### src/rtl/cr_wr_gate_pkg.sv
package cr_wr_gate_pkg;
  typedef enum logic [1:0] {
    KIND_MOVE = 2'd0,
    KIND_LMSW = 2'd1,
    KIND_CLTS = 2'd2,
    KIND_RSVD = 2'd3
  } wrKind_e;

  typedef struct packed {
    logic load;
    logic fireGen;
    logic fireSel;
    logic excWin;
  } gateStrobe_t;
endpackage

### src/rtl/cr_wr_gate_ctrl.sv
module cr_wr_gate_ctrl
  import cr_wr_gate_pkg::*;
(
  input  logic        clk,
  input  logic        rst_n,
  input  logic        evalValid,
  input  logic [1:0]  instrKind,
  input  logic        genEnable,
  input  logic        selEnable,
  input  logic        excPending,
  input  logic        selDiff,
  output gateStrobe_t strobe
);
  wrKind_e kind;
  assign kind = wrKind_e'(instrKind);

  always_comb begin
    strobe      = '0;
    strobe.load = evalValid;
    if (evalValid) begin
      if (excPending) begin
        strobe.excWin = 1'b1;
      end else if (kind != KIND_RSVD) begin
        if (genEnable) begin
          strobe.fireGen = 1'b1;
        end else if (selEnable) begin
          unique case (kind)
            KIND_MOVE: strobe.fireSel = selDiff;
            KIND_LMSW: strobe.fireSel = 1'b1;
            default:   strobe.fireSel = 1'b0;
          endcase
        end
      end
    end
  end

  // the generic intercept shadows the selective one
  a_r6_gen_first: assert property (@(posedge clk) disable iff (!rst_n)
    strobe.fireSel |-> !genEnable);
  // the task-switched clear never raises the selective intercept
  a_r5_clts_no_sel: assert property (@(posedge clk) disable iff (!rst_n)
    (evalValid && instrKind == 2'd2) |-> !strobe.fireSel);
  // at most one outcome per instruction
  a_r7_one_outcome: assert property (@(posedge clk) disable iff (!rst_n)
    $onehot0({strobe.fireGen, strobe.fireSel, strobe.excWin}));
endmodule

### src/rtl/cr_wr_gate_dp.sv
module cr_wr_gate_dp
  import cr_wr_gate_pkg::*;
#(
  parameter int W        = 32,
  parameter int CW       = 12,
  parameter int TS_BIT   = 3,
  parameter int MP_BIT   = 1,
  parameter logic [CW-1:0] GEN_CODE = 12'h010,
  parameter logic [CW-1:0] SEL_CODE = 12'h065
)(
  input  logic          clk,
  input  logic          rst_n,
  input  logic [W-1:0]  oldVal,
  input  logic [W-1:0]  newVal,
  input  gateStrobe_t   strobe,
  output logic          selDiff,
  output logic          outValid,
  output logic          interceptHit,
  output logic [CW-1:0] exitCode,
  output logic          excTaken
);
  localparam logic [W-1:0] ONE = {{(W-1){1'b0}}, 1'b1};
  localparam logic [W-1:0] IGNORE_MASK = (ONE << TS_BIT) | (ONE << MP_BIT);

  logic [W-1:0] changed;

  genvar b;
  generate
    for (b = 0; b < W; b++) begin : g_bit
      if (IGNORE_MASK[b]) begin : g_skip
        assign changed[b] = 1'b0;
      end else begin : g_cmp
        assign changed[b] = oldVal[b] ^ newVal[b];
      end
    end
  endgenerate

  assign selDiff = |changed;

  always_ff @(posedge clk) begin
    if (!rst_n) begin
      outValid     <= 1'b0;
      interceptHit <= 1'b0;
      exitCode     <= '0;
      excTaken     <= 1'b0;
    end else begin
      outValid     <= strobe.load;
      interceptHit <= strobe.fireGen | strobe.fireSel;
      excTaken     <= strobe.excWin;
      if (strobe.fireGen)      exitCode <= GEN_CODE;
      else if (strobe.fireSel) exitCode <= SEL_CODE;
      else                     exitCode <= '0;
    end
  end

  // one result pulse per evaluated instruction, one cycle later
  a_r2_pulse: assert property (@(posedge clk) disable iff (!rst_n)
    strobe.load |=> outValid);
  a_r2_idle: assert property (@(posedge clk) disable iff (!rst_n)
    !strobe.load |=> !outValid);
  a_r2_quiet: assert property (@(posedge clk) disable iff (!rst_n)
    !outValid |-> (!interceptHit && !excTaken && exitCode == '0));
  // a taken exception excludes any intercept
  a_r7_exc_blocks: assert property (@(posedge clk) disable iff (!rst_n)
    excTaken |-> (!interceptHit && exitCode == '0));
  // a hit always carries one of the two exit codes
  a_r3_code_legal: assert property (@(posedge clk) disable iff (!rst_n)
    interceptHit |-> (exitCode == GEN_CODE || exitCode == SEL_CODE));
endmodule

### src/rtl/cr_wr_gate.sv
module cr_wr_gate
  import cr_wr_gate_pkg::*;
#(
  parameter int W        = 32,
  parameter int CW       = 12,
  parameter logic [CW-1:0] GEN_CODE = 12'h010,
  parameter logic [CW-1:0] SEL_CODE = 12'h065
)(
  input  logic          clk,
  input  logic          rst_n,
  input  logic          evalValid,
  input  logic [1:0]    instrKind,
  input  logic [W-1:0]  oldVal,
  input  logic [W-1:0]  newVal,
  input  logic          genEnable,
  input  logic          selEnable,
  input  logic          excPending,
  output logic          outValid,
  output logic          interceptHit,
  output logic [CW-1:0] exitCode,
  output logic          excTaken
);
  gateStrobe_t strobe;
  logic        selDiff;

  cr_wr_gate_ctrl u_ctrl (
    .clk(clk), .rst_n(rst_n), .evalValid(evalValid), .instrKind(instrKind),
    .genEnable(genEnable), .selEnable(selEnable), .excPending(excPending),
    .selDiff(selDiff), .strobe(strobe)
  );

  cr_wr_gate_dp #(
    .W(W), .CW(CW), .TS_BIT(3), .MP_BIT(1),
    .GEN_CODE(GEN_CODE), .SEL_CODE(SEL_CODE)
  ) u_dp (
    .clk(clk), .rst_n(rst_n), .oldVal(oldVal), .newVal(newVal),
    .strobe(strobe), .selDiff(selDiff), .outValid(outValid),
    .interceptHit(interceptHit), .exitCode(exitCode), .excTaken(excTaken)
  );
endmodule

### config.mk
export PLATFORM = sky130hd
export DESIGN_NAME = cr_wr_gate
export DESIGN_NICKNAME = d
export VERILOG_FILES = /design/src/rtl/cr_wr_gate_pkg.sv /design/src/rtl/cr_wr_gate_ctrl.sv /design/src/rtl/cr_wr_gate_dp.sv /design/src/rtl/cr_wr_gate.sv
export SDC_FILE = /design/constraint.sdc
export NUM_CORES = 1
export LEC_CHECK = 0
export ABC_CLOCK_PERIOD_IN_PS = 1550
export CAP_MARGIN = 20
export CORE_ASPECT_RATIO = 0.7
export CORE_MARGIN = 10
export CORE_UTILIZATION = 23
export CTS_CLUSTER_SIZE = 14
export DETAILED_ROUTE_END_ITERATION = 8
export PLACE_DENSITY = 0.86
export SETUP_SLACK_MARGIN = 0.5
export SLEW_MARGIN = 5
export SYNTH_ARGS = -nofsm -noshare
export SYNTH_HDL_FRONTEND = slang
export SYNTH_HIERARCHICAL = 1
export SYNTH_SLANG_ARGS = --single-unit
### constraint.sdc
create_clock -name clk -period 1.55 [get_ports clk]
set_clock_uncertainty 0.05 [all_clocks]
set_input_delay 0.2325 -clock clk [delete_from_list [all_inputs] [get_ports clk]]
set_output_delay 0.2325 -clock clk [all_outputs]
set_load 0.02 [all_outputs]
==> impl_metrics.ini, run 1 <==
[outcome]
outcome = finished clean

[placement]
portBuffers = 75
hpwlAfterDp_microns = 2395
placed_cells = 172
detailed_place.area_sq_um = 1345
final_wtd_congestion = 0.6804

[logic_synthesis]
synth-main-ff-cell = sky130_fd_sc_hd__dfxtp_1
seq_area_frac_synth = 0.1699
synth.top_cells.by_area = sky130_fd_sc_hd__xnor2_1 (30%), sky130_fd_sc_hd__dfxtp_1 (17%), sky130_fd_sc_hd__xor2_1 (15%), sky130_fd_sc_hd__buf_4 (14%), sky130_fd_sc_hd__nand4_1 (6.4%)
synthesis.instances = 68
ys_warn_count = 6
yosys-top-cells-count = sky130_fd_sc_hd__xnor2_1 (20), sky130_fd_sc_hd__buf_4 (11), sky130_fd_sc_hd__xor2_1 (10)
async_reset_ff_frac = 0
ys_seq_elements = 5
syn_area_per_cell_sq_um = 8.666
most_frequently_used_cell_type_in_the_post_synthesis_netlist = sky130_fd_sc_hd__xnor2_1
yosys.cell_types.count = 16
post-synth-top-area-cell = sky130_fd_sc_hd__xnor2_1
yosys_top_cell_area_share = 0.2972
synth_enable_flop_cells = 0
synthesis.area_sq_um = 589.3

[floorplan]
die_height_microns = 62.35
boundaryPins = 87
start_util = 0.2397
fp.coreArea_sq_um = 2459
fp.dieW_microns = 80.50
standard_cell_rows = 15
dieArea_sq_um = 5019

[grt]
grt_start_max_net_pins = 6
gr-total-overflow = 0
grt.met3_usage = 0.04885
grt_pass1_vias = 868
grt_pass1_wl_microns = 3829
grt-busiest-layer = met2
global_route.usage.met1 = 0.07692
use_met2 = 0.1855
global_route.usage.total = 0.09613
grt_antenna_before_repair = 0

[pwr]
power-per-cell-area_nw_per_um2 = 502.2
worst_vdd_drop_mv = 0.1620
cellLeakagePower_nw = 0.6316

[final_layout]
finish.net_count = 215
stdcell_count = 176
final_area_sq_um = 1289
fill_cells = 258
multi_input_combinational_cell_area_sq_um = 536.8
final_util = 0.5242
antenna_cells_inserted = 0
area_growth_syn_to_layout_pct = 118.7
drive_above_1_share = 0.4789
storage_element_area_sq_um = 101.3

[clock_network]
tritoncts = done
clock_tree.buffer_depth = 2
clkTransAtPathRegs_ps = 30
post-cts-setup-buffers = 0
clock_sinks = 5
cts_buffers = 3
ctsRootBufferMaster = sky130_fd_sc_hd__clkbuf_8
cts_htree_levels = 1

[min_path]
worst_hold_path.num_cells = 2
min_path_type = input port to register

[timing]
finalSetupViolCount = 0
maxSlewViolCount = 0
rsz0062_at_grt = true
hold_violations = 0
whs_ps = 597.1
fmax_ghz = 0.7500
finalCriticalPeriod_ps = 1333
min_period_over_period = 0.8602

[setup_path]
worst_ep_required_time_ps = 1610
worstSetupStartpointType = input port
critPathMaxFanout = 2
endpoint_kind = register
cp.arrival_ps = 1390
worstSetupPathType = input port to register

[routing]
initialDrtViolationCount = 20
drt_first_pass_iters = 2
drt.antenna.violating_nets = 0
postRouteWirelength_microns = 2598
route.detailed.drc = 0
avgRoutedWirePerCell_microns = 14.76
dr_total_vias = 710
drt-vias-per-instance = 4.034

[job]
cap_viol_max_count = 0
[cell usage in the layout, fill, tap and decap left out]
cell                              count
sky130_fd_sc_hd__xnor2_1              8
sky130_fd_sc_hd__nor4_1               1
sky130_fd_sc_hd__nor3_2               2
sky130_fd_sc_hd__nand3b_1             1
sky130_fd_sc_hd__nand4_1              6
sky130_fd_sc_hd__buf_6               11
sky130_fd_sc_hd__buf_2               22
sky130_fd_sc_hd__dlygate4sd2_1       17
sky130_fd_sc_hd__buf_4                2
sky130_fd_sc_hd__a21oi_1              1
sky130_fd_sc_hd__dfxtp_2              1
sky130_fd_sc_hd__and3b_1              1
sky130_fd_sc_hd__and2_1               4
sky130_fd_sc_hd__nor2_1               1
sky130_fd_sc_hd__clkbuf_2            13
sky130_fd_sc_hd__clkbuf_1             1
sky130_fd_sc_hd__o21a_1               1
sky130_fd_sc_hd__nand4bb_1            1
sky130_fd_sc_hd__clkdlybuf4s15_1      3
sky130_fd_sc_hd__conb_1               7
sky130_fd_sc_hd__clkdlybuf4s50_1      7
sky130_fd_sc_hd__xor2_1              10
sky130_fd_sc_hd__dfxtp_1              4
sky130_fd_sc_hd__xnor2_2             12
sky130_fd_sc_hd__clkbuf_8             3
sky130_fd_sc_hd__nor4_2               2
[metal layers]
layer	routed length, microns	part of all wire
met3	261	0.10
met5	0	0
met4	0	0
met2	1520	0.59
met1	816	0.31
[cells by family after synthesis]
kind of cell | count (synthesis) | share of synthesized area
flops | 5 | 0.1699
xor+xnor | 30 | 0.4459
buf+inv | 11 | 0.1401
compound gates | 2 | 0.02123
other cells | 1 | 0.006363
simple gates | 19 | 0.2166
[area by class of cell]
type | count | share of cell area
timing repair buffer | 75 | 0.4369
sequential | 5 | 0.07864
clock buffer | 4 | 0.03495
multi-input combinational | 58 | 0.4165
tap | 34 | 0.03301
[timing repair]
action | in CTS | in global routing
resized for setup | 164 | 52
hold buffers | 0 | 0
gates cloned | 0 | 0
pin swaps | 34 | 24
setup endpoints to repair | 10 | 7
[report_power, final]
part	internal, W	switching (W)	total, W
Clock	0.000176	0.0000582	0.000234
Combinational	0.000171	0.000107	0.000278
Sequential	0.000134	0.000000948	0.000135
[state kept, by name, indices dropped and copies added (netlist names)]
name and cells:
u_dp/excTaken 1, u_dp/exitCode 2, u_dp/interceptHit 1, u_dp/outValid 1
[through the flow]
stage               setup WS [ps]  setup TNS (ps)  total power, W
floorplan                   233.0               0       0.0002533
global placement           -381.8          -759.0       0.0004370
detailed placement         -412.2          -817.5       0.0004443
CTS                         195.3               0       0.0006329
global route                146.3               0       0.0006914
finish                      216.6               0       0.0006471
[path summary, 6_finish.rpt]
path | slack [ps] | from | to
min | 600 | rst_n | u_dp/interceptHit$_SDFF_PN0_
max | 220 | newVal[30] | u_dp/interceptHit$_SDFF_PN0_
[critical path: stages]
cell	delay, ps
sky130_fd_sc_hd__dlygate4sd2_1	240
sky130_fd_sc_hd__xor2_1	140
sky130_fd_sc_hd__nor4_1	290
sky130_fd_sc_hd__nand4_1	120
sky130_fd_sc_hd__nor2_1	150
sky130_fd_sc_hd__nor3_2	60
sky130_fd_sc_hd__o21a_1	160
(Power assumes the default switching activity.)
==> run 2: changes to the inputs <==
--- a/config.mk
+++ b/config.mk
@@ -7,8 +7,8 @@
 export LEC_CHECK = 0
 export ABC_CLOCK_PERIOD_IN_PS = 1550
 export CAP_MARGIN = 20
-export CORE_ASPECT_RATIO = 0.7
-export CORE_MARGIN = 10
+export CORE_ASPECT_RATIO = 0.9
+export CORE_MARGIN = 5
 export CORE_UTILIZATION = 23
 export CTS_CLUSTER_SIZE = 14
 export DETAILED_ROUTE_END_ITERATION = 8
==> impl_metrics.ini, run 2 (synthesized netlist as in run 1, its figures left out) <==
[min_path]
min_path_type = input port to register

[floorplan]
fp.coreArea_sq_um = 2446
start_util = 0.2409
dieArea_sq_um = 3676
fp.dieW_microns = 63.36
standard_cell_rows = 17
boundaryPins = 87
die_height_microns = 58.02

[setup_path]
worstSetupPathType = input port to register
worst_ep_required_time_ps = 1630
endpoint_kind = register
cp.arrival_ps = 1430
worstSetupStartpointType = input port
critPathMaxFanout = 2

[routing]
avgRoutedWirePerCell_microns = 12.83
drt.antenna.violating_nets = 0
drt_first_pass_iters = 2
dr_total_vias = 712
postRouteWirelength_microns = 2181
drt-vias-per-instance = 4.188
route.detailed.drc = 0
initialDrtViolationCount = 7

[final_layout]
largest-register = u_dp/exitCode
most_common_cell_after_layout_fill_and_taps_aside = sky130_fd_sc_hd__buf_2
finish.net_count = 215
antenna_cells_inserted = 0
final_util = 0.5013
largest_register_ffs = 2
multi_input_combinational_cell_area_sq_um = 498.0
drive_above_1_share = 0.3873
storage_element_area_sq_um = 101.3
fill_cells = 255
area_growth_syn_to_layout_pct = 108.1
final_cell_mix = sky130_fd_sc_hd__buf_2 (25), sky130_fd_sc_hd__dlygate4sd2_1 (24), sky130_fd_sc_hd__xnor2_1 (14)

[clock_network]
clock_sinks = 5
cts_htree_levels = 1
clkTransAtPathRegs_ps = 40
hold_buffers = 0
tritoncts = done
ctsRootBufferMaster = sky130_fd_sc_hd__clkbuf_4
post-cts-setup-buffers = 0
clock_tree.buffer_depth = 2
cts_buffers = 3

[pwr]
power.internal_w = 0.0003883
seq_power_share = 0.247
cellLeakagePower_nw = 0.5893
switching_share = 0.2860
net-switching-power_w = 0.0001555
power-per-cell-area_nw_per_um2 = 443.5
design_power_total_w = 0.0005438
combPwrFrac = 0.479
worst_vdd_drop_mv = 0.3232
clock_power_share = 0.274

[timing]
fmax_ghz = 0.7377
finalSetupViolCount = 0
post-route-worst-setup-slack_ps = 194.5
finalCriticalPeriod_ps = 1356
min_period_over_period = 0.8745
whs_ps = 598.2
hold_violations = 0
rsz0062_at_grt = true
maxSlewViolCount = 0
tns_ps = 0

[grt]
global_route.usage.total = 0.1156
grt_start_max_net_pins = 6
grt_pass1_vias = 802
grt_pass1_wl_microns = 3374
grt_antenna_before_repair = 0
gr-total-overflow = 0

[placement]
placement.setup.worst_slack_ps = -459.1
hpwlAfterDp_microns = 1926
portBuffers = 75
final_wtd_congestion = 0.6620

[job]
cap_viol_max_count = 0

[outcome]
outcome = finished clean
-- run 2: cell types whose count changed in the layout (fill, tap and decap cells not counted), sizes merged --
cell | previous run | this run
buf | 35 | 34
clkbuf | 17 | 10
clkdlybuf4s15 | 3 | 4
dlygate4sd2 | 17 | 24
-- run 2: through the flow --
| stage | area, sq um | cells |
|---|---|---|
| CTS | 1241 | 170 |
| global placement | 1338 | 166 |
| finish | 1226 | 170 |
| floorplan | 634.4 | 74 |
| detailed placement | 1338 | 166 |
| global route | 1226 | 170 |
-- run 2: layout make-up --
type,instances,share of cell area
Clock buffer,4,0.02143
Timing Repair Buffer,75,0.4612
Multi-Input combinational cell,58,0.4061
Tap cell,28,0.02857
Sequential cell,5,0.08265
-- run 2: worst paths after layout --
check,cells past startpoint,slack (ps),end,start
min,2,600,u_dp/interceptHit$_SDFF_PN0_,rst_n
max,7,190,u_dp/interceptHit$_SDFF_PN0_,oldVal[20]
-- run 2: worst max-delay path, stage by stage --
cell and delay (ps):
sky130_fd_sc_hd__dlygate4sd2_1 240, sky130_fd_sc_hd__xor2_1 170, sky130_fd_sc_hd__nor4_2 280, sky130_fd_sc_hd__nand4_1 120
sky130_fd_sc_hd__nor2_1 160, sky130_fd_sc_hd__nor3_2 60, sky130_fd_sc_hd__o21a_1 170
-- run 2: per-layer routing --
metal / GRT usage / up-vias / share of wire
li1: - / 358 / -
met1: 0.09343 / 313 / 0.30
met2: 0.2449 / 39 / 0.60
met3: 0.03682 / 2 / 0.098
met4: 0.05341 / 0 / 0.0037
met5: 0 / - / 0
-- run 2: power by group through the flow --
stage / Sequential, W / Clock (W) / Combinational [W]
2_1_floorplan: 0.000142 / 0 / 0.000111
3_3_place_gp: 0.000137 / 0 / 0.000301
3_5_place_dp: 0.000137 / 0 / 0.000306
4_1_cts: 0.000134 / 0.000157 / 0.000261
5_1_grt: 0.000135 / 0.000164 / 0.000283
6_report: 0.000134 / 0.000149 / 0.000261
-- run 2: timing repair --
action | in CTS | in global routing
resized for setup | 175 | 16
setup endpoints to repair | 11 | 4
pin swaps | 40 | 11
